[src/rtl/i2c_cfg_pkg.sv]
`timescale 1ns/1ps
package i2c_cfg_pkg;

    localparam int BYTE_W    = 8;
    localparam int BIT_CNT_W = 4;

    localparam logic [BYTE_W-1:0] GCALL_ADDR_BYTE = 8'h00;
    localparam logic [BYTE_W-1:0] GCALL_RESET_CMD = 8'h06;
    localparam logic [BYTE_W-1:0] MUTE_DEFAULT    = 8'h80;

    typedef enum logic [2:0] {
        PH_IDLE,
        PH_RECV,
        PH_ACK,
        PH_SEND,
        PH_MACK
    } phase_e;

    typedef enum logic [1:0] {
        MD_ADDR,
        MD_WRITE,
        MD_READ,
        MD_GCALL
    } mode_e;

    typedef struct packed {
        logic sda;
        logic scl_rise;
        logic scl_fall;
        logic start;
        logic stop;
    } bus_ev_t;

    typedef struct packed {
        logic  ack;
        logic  write;
        logic  wipe;
        mode_e next_mode;
    } byte_verdict_t;

    function automatic logic [BYTE_W-1:0] reg_default(input int idx);
        return (idx == 0) ? MUTE_DEFAULT : '0;
    endfunction

    function automatic logic addr_match(input logic [BYTE_W-1:0] b,
                                        input logic [6:0] dev);
        return b[BYTE_W-1:1] == dev;
    endfunction

    function automatic logic [BYTE_W-1:0] id_byte(input logic [3:0] id);
        return {id, 4'b0000};
    endfunction

endpackage

[src/rtl/i2c_line_sync.sv]
`timescale 1ns/1ps
module i2c_line_sync
    import i2c_cfg_pkg::*;
#(
    parameter int STAGES = 2
)(
    input  logic    clk,
    input  logic    rst,
    input  logic    scl_i,
    input  logic    sda_i,
    output bus_ev_t ev
);
    // STAGES synchroniser flops plus one history flop per line
    logic [STAGES:0] scl_pipe;
    logic [STAGES:0] sda_pipe;

    always_ff @(posedge clk) begin
        if (rst) begin
            scl_pipe <= '1;
            sda_pipe <= '1;
        end else begin
            scl_pipe <= {scl_pipe[STAGES-1:0], scl_i};
            sda_pipe <= {sda_pipe[STAGES-1:0], sda_i};
        end
    end

    logic scl_now, scl_old, sda_now, sda_old;
    assign scl_now = scl_pipe[STAGES-1];
    assign scl_old = scl_pipe[STAGES];
    assign sda_now = sda_pipe[STAGES-1];
    assign sda_old = sda_pipe[STAGES];

    always_comb begin
        ev.sda      = sda_now;
        ev.scl_rise = scl_now & ~scl_old;
        ev.scl_fall = ~scl_now & scl_old;
        ev.start    = scl_now & scl_old & sda_old & ~sda_now;
        ev.stop     = scl_now & scl_old & ~sda_old & sda_now;
    end

endmodule

[src/rtl/i2c_byte_engine.sv]
`timescale 1ns/1ps
module i2c_byte_engine
    import i2c_cfg_pkg::*;
#(
    parameter int         NUM_REGS  = 5,
    parameter int         PTR_W     = 3,
    parameter logic [6:0] DEV_ADDR  = 7'h48,
    parameter logic [3:0] ID_NIBBLE = 4'h1
)(
    input  logic              clk,
    input  logic              rst,
    input  bus_ev_t           ev,
    output logic              sda_oe,
    output logic              wr_en,
    output logic [PTR_W-1:0]  wr_idx,
    output logic [BYTE_W-1:0] wr_data,
    output logic              wipe
);
    localparam logic [BYTE_W-1:0]    ID_BYTE  = id_byte(ID_NIBBLE);
    localparam logic [PTR_W-1:0]     PTR_END  = PTR_W'(NUM_REGS);
    localparam logic [BIT_CNT_W-1:0] FULL_CNT = BIT_CNT_W'(BYTE_W);
    localparam logic [BIT_CNT_W-1:0] LAST_TX  = BIT_CNT_W'(BYTE_W - 1);

    phase_e              phase;
    mode_e               mode;
    logic [BIT_CNT_W-1:0] bit_cnt;
    logic [BYTE_W-1:0]   rx_sh;
    logic [BYTE_W-1:0]   tx_sh;
    logic [PTR_W-1:0]    ptr;
    logic                byte_done;
    byte_verdict_t       vd;

    // A received byte is complete on the SCL fall that ends its eighth bit
    assign byte_done = (phase == PH_RECV) && ev.scl_fall && (bit_cnt == FULL_CNT);

    always_comb begin
        vd.ack       = 1'b0;
        vd.write     = 1'b0;
        vd.wipe      = 1'b0;
        vd.next_mode = mode;
        unique case (mode)
            MD_ADDR: begin
                if (addr_match(rx_sh, DEV_ADDR)) begin
                    vd.ack       = 1'b1;
                    vd.next_mode = rx_sh[0] ? MD_READ : MD_WRITE;
                end else if (rx_sh == GCALL_ADDR_BYTE) begin
                    vd.ack       = 1'b1;
                    vd.next_mode = MD_GCALL;
                end
            end
            MD_WRITE: begin
                vd.ack   = 1'b1;
                vd.write = (ptr != PTR_END);
            end
            MD_GCALL: begin
                if (rx_sh == GCALL_RESET_CMD) begin
                    vd.ack  = 1'b1;
                    vd.wipe = 1'b1;
                end
            end
            default: ;
        endcase
    end

    assign wr_en   = byte_done & vd.write;
    assign wr_idx  = ptr;
    assign wr_data = rx_sh;
    assign wipe    = byte_done & vd.wipe;

    always_ff @(posedge clk) begin
        if (rst) begin
            phase   <= PH_IDLE;
            mode    <= MD_ADDR;
            bit_cnt <= '0;
            rx_sh   <= '0;
            tx_sh   <= '0;
            ptr     <= '0;
            sda_oe  <= 1'b0;
        end else if (ev.start) begin
            phase   <= PH_RECV;
            mode    <= MD_ADDR;
            bit_cnt <= '0;
            ptr     <= '0;
            sda_oe  <= 1'b0;
        end else if (ev.stop) begin
            phase  <= PH_IDLE;
            sda_oe <= 1'b0;
        end else begin
            unique case (phase)
                PH_RECV: begin
                    if (ev.scl_rise && bit_cnt != FULL_CNT) begin
                        rx_sh   <= {rx_sh[BYTE_W-2:0], ev.sda};
                        bit_cnt <= bit_cnt + 1'b1;
                    end
                    if (byte_done) begin
                        if (vd.ack) begin
                            sda_oe <= 1'b1;
                            phase  <= PH_ACK;
                            mode   <= vd.next_mode;
                            if (vd.write) ptr <= ptr + 1'b1;
                        end else begin
                            phase <= PH_IDLE;
                        end
                    end
                end
                PH_ACK: begin
                    if (ev.scl_fall) begin
                        bit_cnt <= '0;
                        if (mode == MD_READ) begin
                            phase  <= PH_SEND;
                            tx_sh  <= ID_BYTE;
                            sda_oe <= ~ID_BYTE[BYTE_W-1];
                        end else begin
                            phase  <= PH_RECV;
                            sda_oe <= 1'b0;
                        end
                    end
                end
                PH_SEND: begin
                    if (ev.scl_fall) begin
                        if (bit_cnt == LAST_TX) begin
                            sda_oe <= 1'b0;
                            phase  <= PH_MACK;
                        end else begin
                            sda_oe  <= ~tx_sh[BYTE_W-2];
                            tx_sh   <= {tx_sh[BYTE_W-2:0], 1'b0};
                            bit_cnt <= bit_cnt + 1'b1;
                        end
                    end
                end
                PH_MACK: begin
                    if (ev.scl_fall) phase <= PH_IDLE;
                end
                default: ;
            endcase
        end
    end

endmodule

[src/rtl/cfg_reg_file.sv]
`timescale 1ns/1ps
module cfg_reg_file
    import i2c_cfg_pkg::*;
#(
    parameter int NUM_REGS = 5,
    parameter int PTR_W    = 3
)(
    input  logic                       clk,
    input  logic                       rst,
    input  logic                       wr_en,
    input  logic [PTR_W-1:0]           wr_idx,
    input  logic [BYTE_W-1:0]          wr_data,
    input  logic                       wipe,
    output logic [NUM_REGS*BYTE_W-1:0] cfg_o
);
    for (genvar g = 0; g < NUM_REGS; g++) begin : g_reg
        logic [BYTE_W-1:0] q;
        always_ff @(posedge clk) begin
            if (rst || wipe)
                q <= reg_default(g);
            else if (wr_en && wr_idx == PTR_W'(g))
                q <= wr_data;
        end
        assign cfg_o[g*BYTE_W +: BYTE_W] = q;
    end

endmodule

[src/rtl/i2c_cfg_bank.sv]
`timescale 1ns/1ps
module i2c_cfg_bank
    import i2c_cfg_pkg::*;
#(
    parameter int         NUM_REGS    = 5,
    parameter int         SYNC_STAGES = 2,
    parameter logic [6:0] DEV_ADDR    = 7'h48,
    parameter logic [3:0] ID_NIBBLE   = 4'h1
)(
    input  logic                       clk,
    input  logic                       rst,
    input  logic                       scl_i,
    input  logic                       sda_i,
    output logic                       sda_oe,
    output logic [NUM_REGS*BYTE_W-1:0] cfg_o
);
    localparam int PTR_W = $clog2(NUM_REGS + 1);

    bus_ev_t           ev;
    logic              wr_en;
    logic [PTR_W-1:0]  wr_idx;
    logic [BYTE_W-1:0] wr_data;
    logic              wipe;

    i2c_line_sync #(.STAGES(SYNC_STAGES)) u_sync (
        .clk   (clk),
        .rst   (rst),
        .scl_i (scl_i),
        .sda_i (sda_i),
        .ev    (ev)
    );

    i2c_byte_engine #(
        .NUM_REGS  (NUM_REGS),
        .PTR_W     (PTR_W),
        .DEV_ADDR  (DEV_ADDR),
        .ID_NIBBLE (ID_NIBBLE)
    ) u_engine (
        .clk     (clk),
        .rst     (rst),
        .ev      (ev),
        .sda_oe  (sda_oe),
        .wr_en   (wr_en),
        .wr_idx  (wr_idx),
        .wr_data (wr_data),
        .wipe    (wipe)
    );

    cfg_reg_file #(.NUM_REGS(NUM_REGS), .PTR_W(PTR_W)) u_regs (
        .clk     (clk),
        .rst     (rst),
        .wr_en   (wr_en),
        .wr_idx  (wr_idx),
        .wr_data (wr_data),
        .wipe    (wipe),
        .cfg_o   (cfg_o)
    );

endmodule

[config.mk]
export PLATFORM = sky130hd
export DESIGN_NAME = i2c_cfg_bank
export DESIGN_NICKNAME = d
export VERILOG_FILES = /design/src/rtl/i2c_cfg_pkg.sv /design/src/rtl/i2c_line_sync.sv /design/src/rtl/i2c_byte_engine.sv /design/src/rtl/cfg_reg_file.sv /design/src/rtl/i2c_cfg_bank.sv
export SDC_FILE = /design/constraint.sdc
export NUM_CORES = 1
export LEC_CHECK = 0
export ABC_CLOCK_PERIOD_IN_PS = 2000
export CORE_ASPECT_RATIO = 1.5
export CORE_MARGIN = 4
export CORE_UTILIZATION = 38
export CTS_BUF_LIST = sky130_fd_sc_hd__clkbuf_4
export DETAILED_ROUTE_END_ITERATION = 7
export PLACE_DENSITY = 0.55
export SLEW_MARGIN = 20
export SYNTH_ARGS = -nofsm -noshare
export SYNTH_HDL_FRONTEND = slang
export SYNTH_SLANG_ARGS = --single-unit
export TNS_END_PERCENT = 10
[constraint.sdc]
create_clock -name clk -period 2 [get_ports clk]
set_input_delay 0.4 -clock clk [delete_from_list [all_inputs] [get_ports clk]]
set_output_delay 0.4 -clock clk [all_outputs]
set_load 0.01 [all_outputs]
======== Yosys cells after proc, flatten, opt, wreduce, memory -nomap -nowiden ========
Index checks and enable logic that the tools add are counted.
Widths: inputs -> output; s select.
word-level totals
  flip-flop bits (word level) ............. 74
  input port bits ......................... 4
  output and inout bits ................... 41
  word-level logic and storage cells ...... 127
cells by class
  add/subtract/negate cells ............... 2
  equal/unequal tests ..................... 31
  mux-type cells .......................... 36
  bitwise operators ....................... 16
  reductions and logical operators ........ 27
operator list
  kind                number
  $mux 7              4
  $reduce_and 6->1    4
  $ne 4x3->1 const B  5
  $mux 4              4
  $mux 3              5
  $ne 2x1->1 const B  7
  $pmux 7 s2          1
  $mux 1              13
  $eq 3x2->1 const B  4
  $pmux 3 s4          1
  $pmux 4 s3          1
  $mux 2              5
  $reduce_and 5->1    2
  $and 1x1->1         9
  $eq 8x3->1 const B  1
  $logic_and 1x1->1   8
  $logic_not 8->1     1
  $eq 7x7->1 const B  1
  $not 1->1           7
  $reduce_and 7->1    1
  $eq 3x1->1 const B  2
  $eq 3x3->1 const B  2
  $pmux 1 s3          2
  $reduce_bool 6->1   1
  other kinds (18)    21

======== Depth between registers and ports, before layout ========
  depth in word-level cells ............... 9
  depth in mapped cells ................... 7
  gate-level depth less buffers ........... 6

======== By module ========
Synthesis repeated with hierarchy kept, for this count alone.
unflattened totals
  cells, all modules ...................... 334
  area, all modules ....................... 3362.0 um2
modules (own cells, without submodules)
  module           instances  cells each  area an instance (um2)  seq. area each (um2)
  cfg_reg_file     1          153         1771.7                  800.8
  i2c_byte_engine  1          164         1392.6                  480.5
  i2c_line_sync    1          17          197.7                   120.1

======== Worst setup path before layout ========
Ideal clock, no wire load.
  path type ............................... reg2reg
  from .................................... register u_engine.bit_cnt[0]
  to ...................................... register u_regs.g_reg[0].q[7]
  setup time .............................. 0.120 ns
  arrival ................................. 1.663 ns
  required time ........................... 1.880 ns
  slack ................................... 0.218 ns
  stages on the path, launching flop included .. 7
  buffers on the path ..................... 0
  period minus slack after synthesis ...... 1.782 ns
  path through ............................ dfxtp_1 > inv_1 > ha_1 > nand3b_4 > nor4_4 > nor2b_1 > a211o_1
on the way
  longest elaborated chain between the ends .. 4
  elaborated cells between the ends (all ways) .. 6
  those cells by class .................... eq/ne: 1; bitwise: 2; reduce/logical: 3
RTL lines
  item                                                          line                                          source
  start: declaration                                            i2c_byte_engine.sv:26                         logic [BIT_CNT_W-1:0] bit_cnt;
  start signal: assignment                                      i2c_byte_engine.sv:93                         bit_cnt <= bit_cnt + 1'b1;
  start signal: assignment                                      i2c_byte_engine.sv:127                        bit_cnt <= bit_cnt + 1'b1;
  $eq 4x4->1 *                                                  i2c_byte_engine.sv:34                         assign byte_done = (phase == PH_RECV) && ev.scl_fall && (bit_cnt == FULL_CNT);
  $logic_and 1x1->1 *                                           i2c_byte_engine.sv:34
  $and 1x1->1 (on tied branches)                                i2c_byte_engine.sv:65, i2c_byte_engine.sv:68
  $logic_and 1x1->1 / $logic_or 1x1->1 (equally long branches)  cfg_reg_file.sv:21, cfg_reg_file.sv:19
  end signal: assignment                                        cfg_reg_file.sv:20                            q <= reg_default(g);
  end signal: assignment                                        cfg_reg_file.sv:22                            q <= wr_data;
  end: declaration                                              cfg_reg_file.sv:17                            logic [BYTE_W-1:0] q;
Every way passes the cells marked *; elsewhere a longest branch is shown, timed or not.
A chain may end at the register's enable or synchronous reset.

======== Final worst setup path ========
  from .................................... register u_engine.bit_cnt[0]
  to ...................................... register u_regs.g_reg[4].q[0]
on the way
  longest elaborated chain between the ends .. 4
  elaborated cells between the ends (all ways) .. 6
  those cells by class .................... eq/ne: 1; bitwise: 2; reduce/logical: 3
RTL lines
  item                                                          line
  $eq 4x4->1 *                                                  i2c_byte_engine.sv:34
  $logic_and 1x1->1 *                                           i2c_byte_engine.sv:34
  $and 1x1->1 (on tied branches)                                i2c_byte_engine.sv:65, i2c_byte_engine.sv:68
  $logic_and 1x1->1 / $logic_or 1x1->1 (equally long branches)  cfg_reg_file.sv:21, cfg_reg_file.sv:19
  end signal: assignment                                        cfg_reg_file.sv:20
  end signal: assignment                                        cfg_reg_file.sv:22
  end: declaration                                              cfg_reg_file.sv:17
Marks and branches as above.

==> metrics.txt <==
Post-synth top flop dfxtp_1; CP Max Fanout 16; RSZ-0062 raised after global routing no; post_cts resized 0; Die W 83.3 um; Syn Nets around 360; ys async rst share 0; die area approximately 10,000 um^2; period utilization 0.914; worst-case clock skew 0.0122 ns; CP peak stage delay 0.44 ns; number of global-route vias before repair 2,696; EDFF count, synth 0; worst rel slew slack 0.700; Final Max Tran Viols 0; Buf/Inv on CP 2; DRT iter0 DRCs 103; min cycle time layout 1.83 ns; CP endpoint kind flip-flop; row cnt 40; CTS Buffer Depth 2; finished layout cell area 4010 um^2; clock-pin transition on the worst setup and hold timing paths 0.11 ns; Post-route DRC 0; Leak around 1.3 nW; Post-Syn Instances 352; port bufs 44; initial antenna violation count 0; critical path's slowest cell or3_4; DP Wirelength 5.78 mm; GPL Wtd Cong around 0.81; Max Fclk 547 MHz; final core utilization 0.491; n_diodes 0; root buffer selected by CTS clkbuf_4; vias per cell ~5.2; post-CTS setup buffer count 0; count of unique library cells instantiated by Yosys 54; chip height 121 um; Comb power frac 0.034; setup TNS 0 ns; CP Depth 7; layout cells sized above 1 0.145; setup violators final 0; largest net degree at the start of global routing between 40 and 50; P_int 1.79 mW; total gr overflow 0; Top delay family on crit path simple AND/OR/NAND/NOR gates; Clock power frac 0.365; most frequent cells in the layout dfxtp_1 (70), clkdlybuf4s50_1 (44), nor2_1 (38), mux2i_1 (31), o21ai_0 (27); WP data arrival 2.14 ns; Crit Path Class reg2reg; Avg Cell Area, Syn 9.18 um^2; sequential power share 0.601; Synthesis Warnings 0; most common cell after layout, fill and taps aside dfxtp_1; crit path launch type flip-flop; Reg2Reg Depth 7; WHS Path Cells 1; Slew @ Worst Pin 0.449 ns; Final Hold Fails 0; CTS tree built; Max-Cap Viols 0; routed wire length 8.14 mm; cts hold-fix bufs 0; Sink Count 70; Initial Util 0.396; main combinational cell family by area after synthesis simple AND/OR/NAND/NOR gates; status finished clean; core area 8160 um^2; area of the mapped netlist between 3000 and 4000 um^2; Power Dens Cells 583 nW/um^2; Post-Synth Adder-Cell Area 0.0271; HP Class reg2reg; first-pass GRT wire length 13.5 mm; Peak supply drop 0.000474 V; Compound-Gate Fraction of Synth Area 0.165; Area growth, synth to finish 24.0%; critical-path cell list inv_1, ha_1, nand3b_4, or3_4, buf_4, o21ai_0, a21oi_1; wire length per cell ~16 um; CP required between 2 and 2.5 ns; Total GRT Usage 0.171; Sw Pwr approximately 0.54 mW; Nets 415; count of boundary I/O pins between 40 and 50; number of synthesized register bits 70; post-route ant nets 0; clk_lat worst skew around 0.42 ns; simple-gate share of the synthesized area 0.223; multiplexer share of the synthesized area 0.0960; Post-Synth XOR/XNOR Area 0.00271; DR pass1 iterations 4; Area after DPL 3880 um^2; switching fraction of total power 0.233; Vias 2,680; number of CTS-inserted buffers 9; H-tree Lvls 3; sequential element share of the synthesized area 0.434
==> per-stage QoR <==
stage	std cells	worst slack, ns	hold WS [ns]	power, mW
floorplan	352	0.218	0.389	1.48
global placement	498	0.237	0.396	1.51
detailed placement	498	0.185	0.400	1.51
CTS	513	0.166	0.433	2.38
global route	513	0.0122	0.449	2.45
finish	513	0.172	0.427	2.33
==> area by class of cell <==
cell class / count / area [um^2]
timing repair buffer: 68 / 633
fill: 817 / 4150
tap: 105 / 131
clock inverter: 6 / 53.8
inverter: 13 / 48.8
sequential: 70 / 1400
clock buffer: 9 / 67.6
multi-input combinational: 242 / 1670
==> routing by layer <==
layer	wire, um	GRT usage
met1	3510	0.197
met2	4170	0.296
met3	340	0.0584
met4	114	0.0603
met5	0	0
==> Yosys cell counts, types with 4 or more instances <==
cell / n / area (um^2)
a21oi_1: 26 / 130
buf_2: 10 / 50.1
clkbuf_1: 13 / 48.8
dfxtp_1: 70 / 1400
ha_1: 7 / 87.6
inv_1: 13 / 48.8
mux2i_1: 31 / 310
nand2_1: 6 / 22.5
nand3_1: 20 / 100
nand4bb_1: 4 / 45.0
nor2_1: 38 / 143
nor2b_1: 7 / 43.8
nor3_1: 5 / 25.0
o21ai_0: 27 / 135
or2_2: 7 / 43.8
or3_1: 5 / 31.3
==> power groups by stage <==
stage	clock [mW]	combinational [mW]	sequential, mW
2_1_floorplan	0	0.0503	1.43
3_3_place_gp	0	0.0789	1.44
3_5_place_dp	0	0.0793	1.44
4_1_cts	0.893	0.0797	1.40
5_1_grt	0.954	0.0868	1.41
6_report	0.851	0.0794	1.40
==> cell families (layout without fill, tap and decap cells) <==
group,Yosys count,after routing
and+or+nand+nor,119,119
AOI/OAI and AO/OA,84,84
DFF,70,70
buffers and inverters,40,96
muxes,31,31
adders and majority gates,7,7
xor gates and xnor gates,1,1
==> sequential cells by signal, indices dropped and copies added, names as in the netlist <==
register	count
u_engine.bit_cnt	4
u_engine.mode	2
u_engine.phase	3
u_engine.sda_oe	1
u_engine.tx_sh	3
u_engine.wr_data	8
u_engine.wr_idx	3
u_regs.g.q	40
u_sync.scl_pipe	3
u_sync.sda_pipe	3
==> worst paths after layout <==
check,from,endpoint,slack (ns)
worst max-delay path,u_engine.bit_cnt[0]$_SDFFE_PP0P_,u_regs.g_reg[4].q[0]$_SDFFE_PP0P_,0.17
worst min-delay path,u_sync.scl_pipe[0]$_SDFF_PP1_,u_sync.scl_pipe[1]$_SDFF_PP1_,0.43
worst max register to register,u_engine.bit_cnt[0]$_SDFFE_PP0P_,u_regs.g_reg[4].q[0]$_SDFFE_PP0P_,0.17
worst min register to register,u_sync.scl_pipe[0]$_SDFF_PP1_,u_sync.scl_pipe[1]$_SDFF_PP1_,0.43
Note: power is estimated with default switching activity, not from simulation.
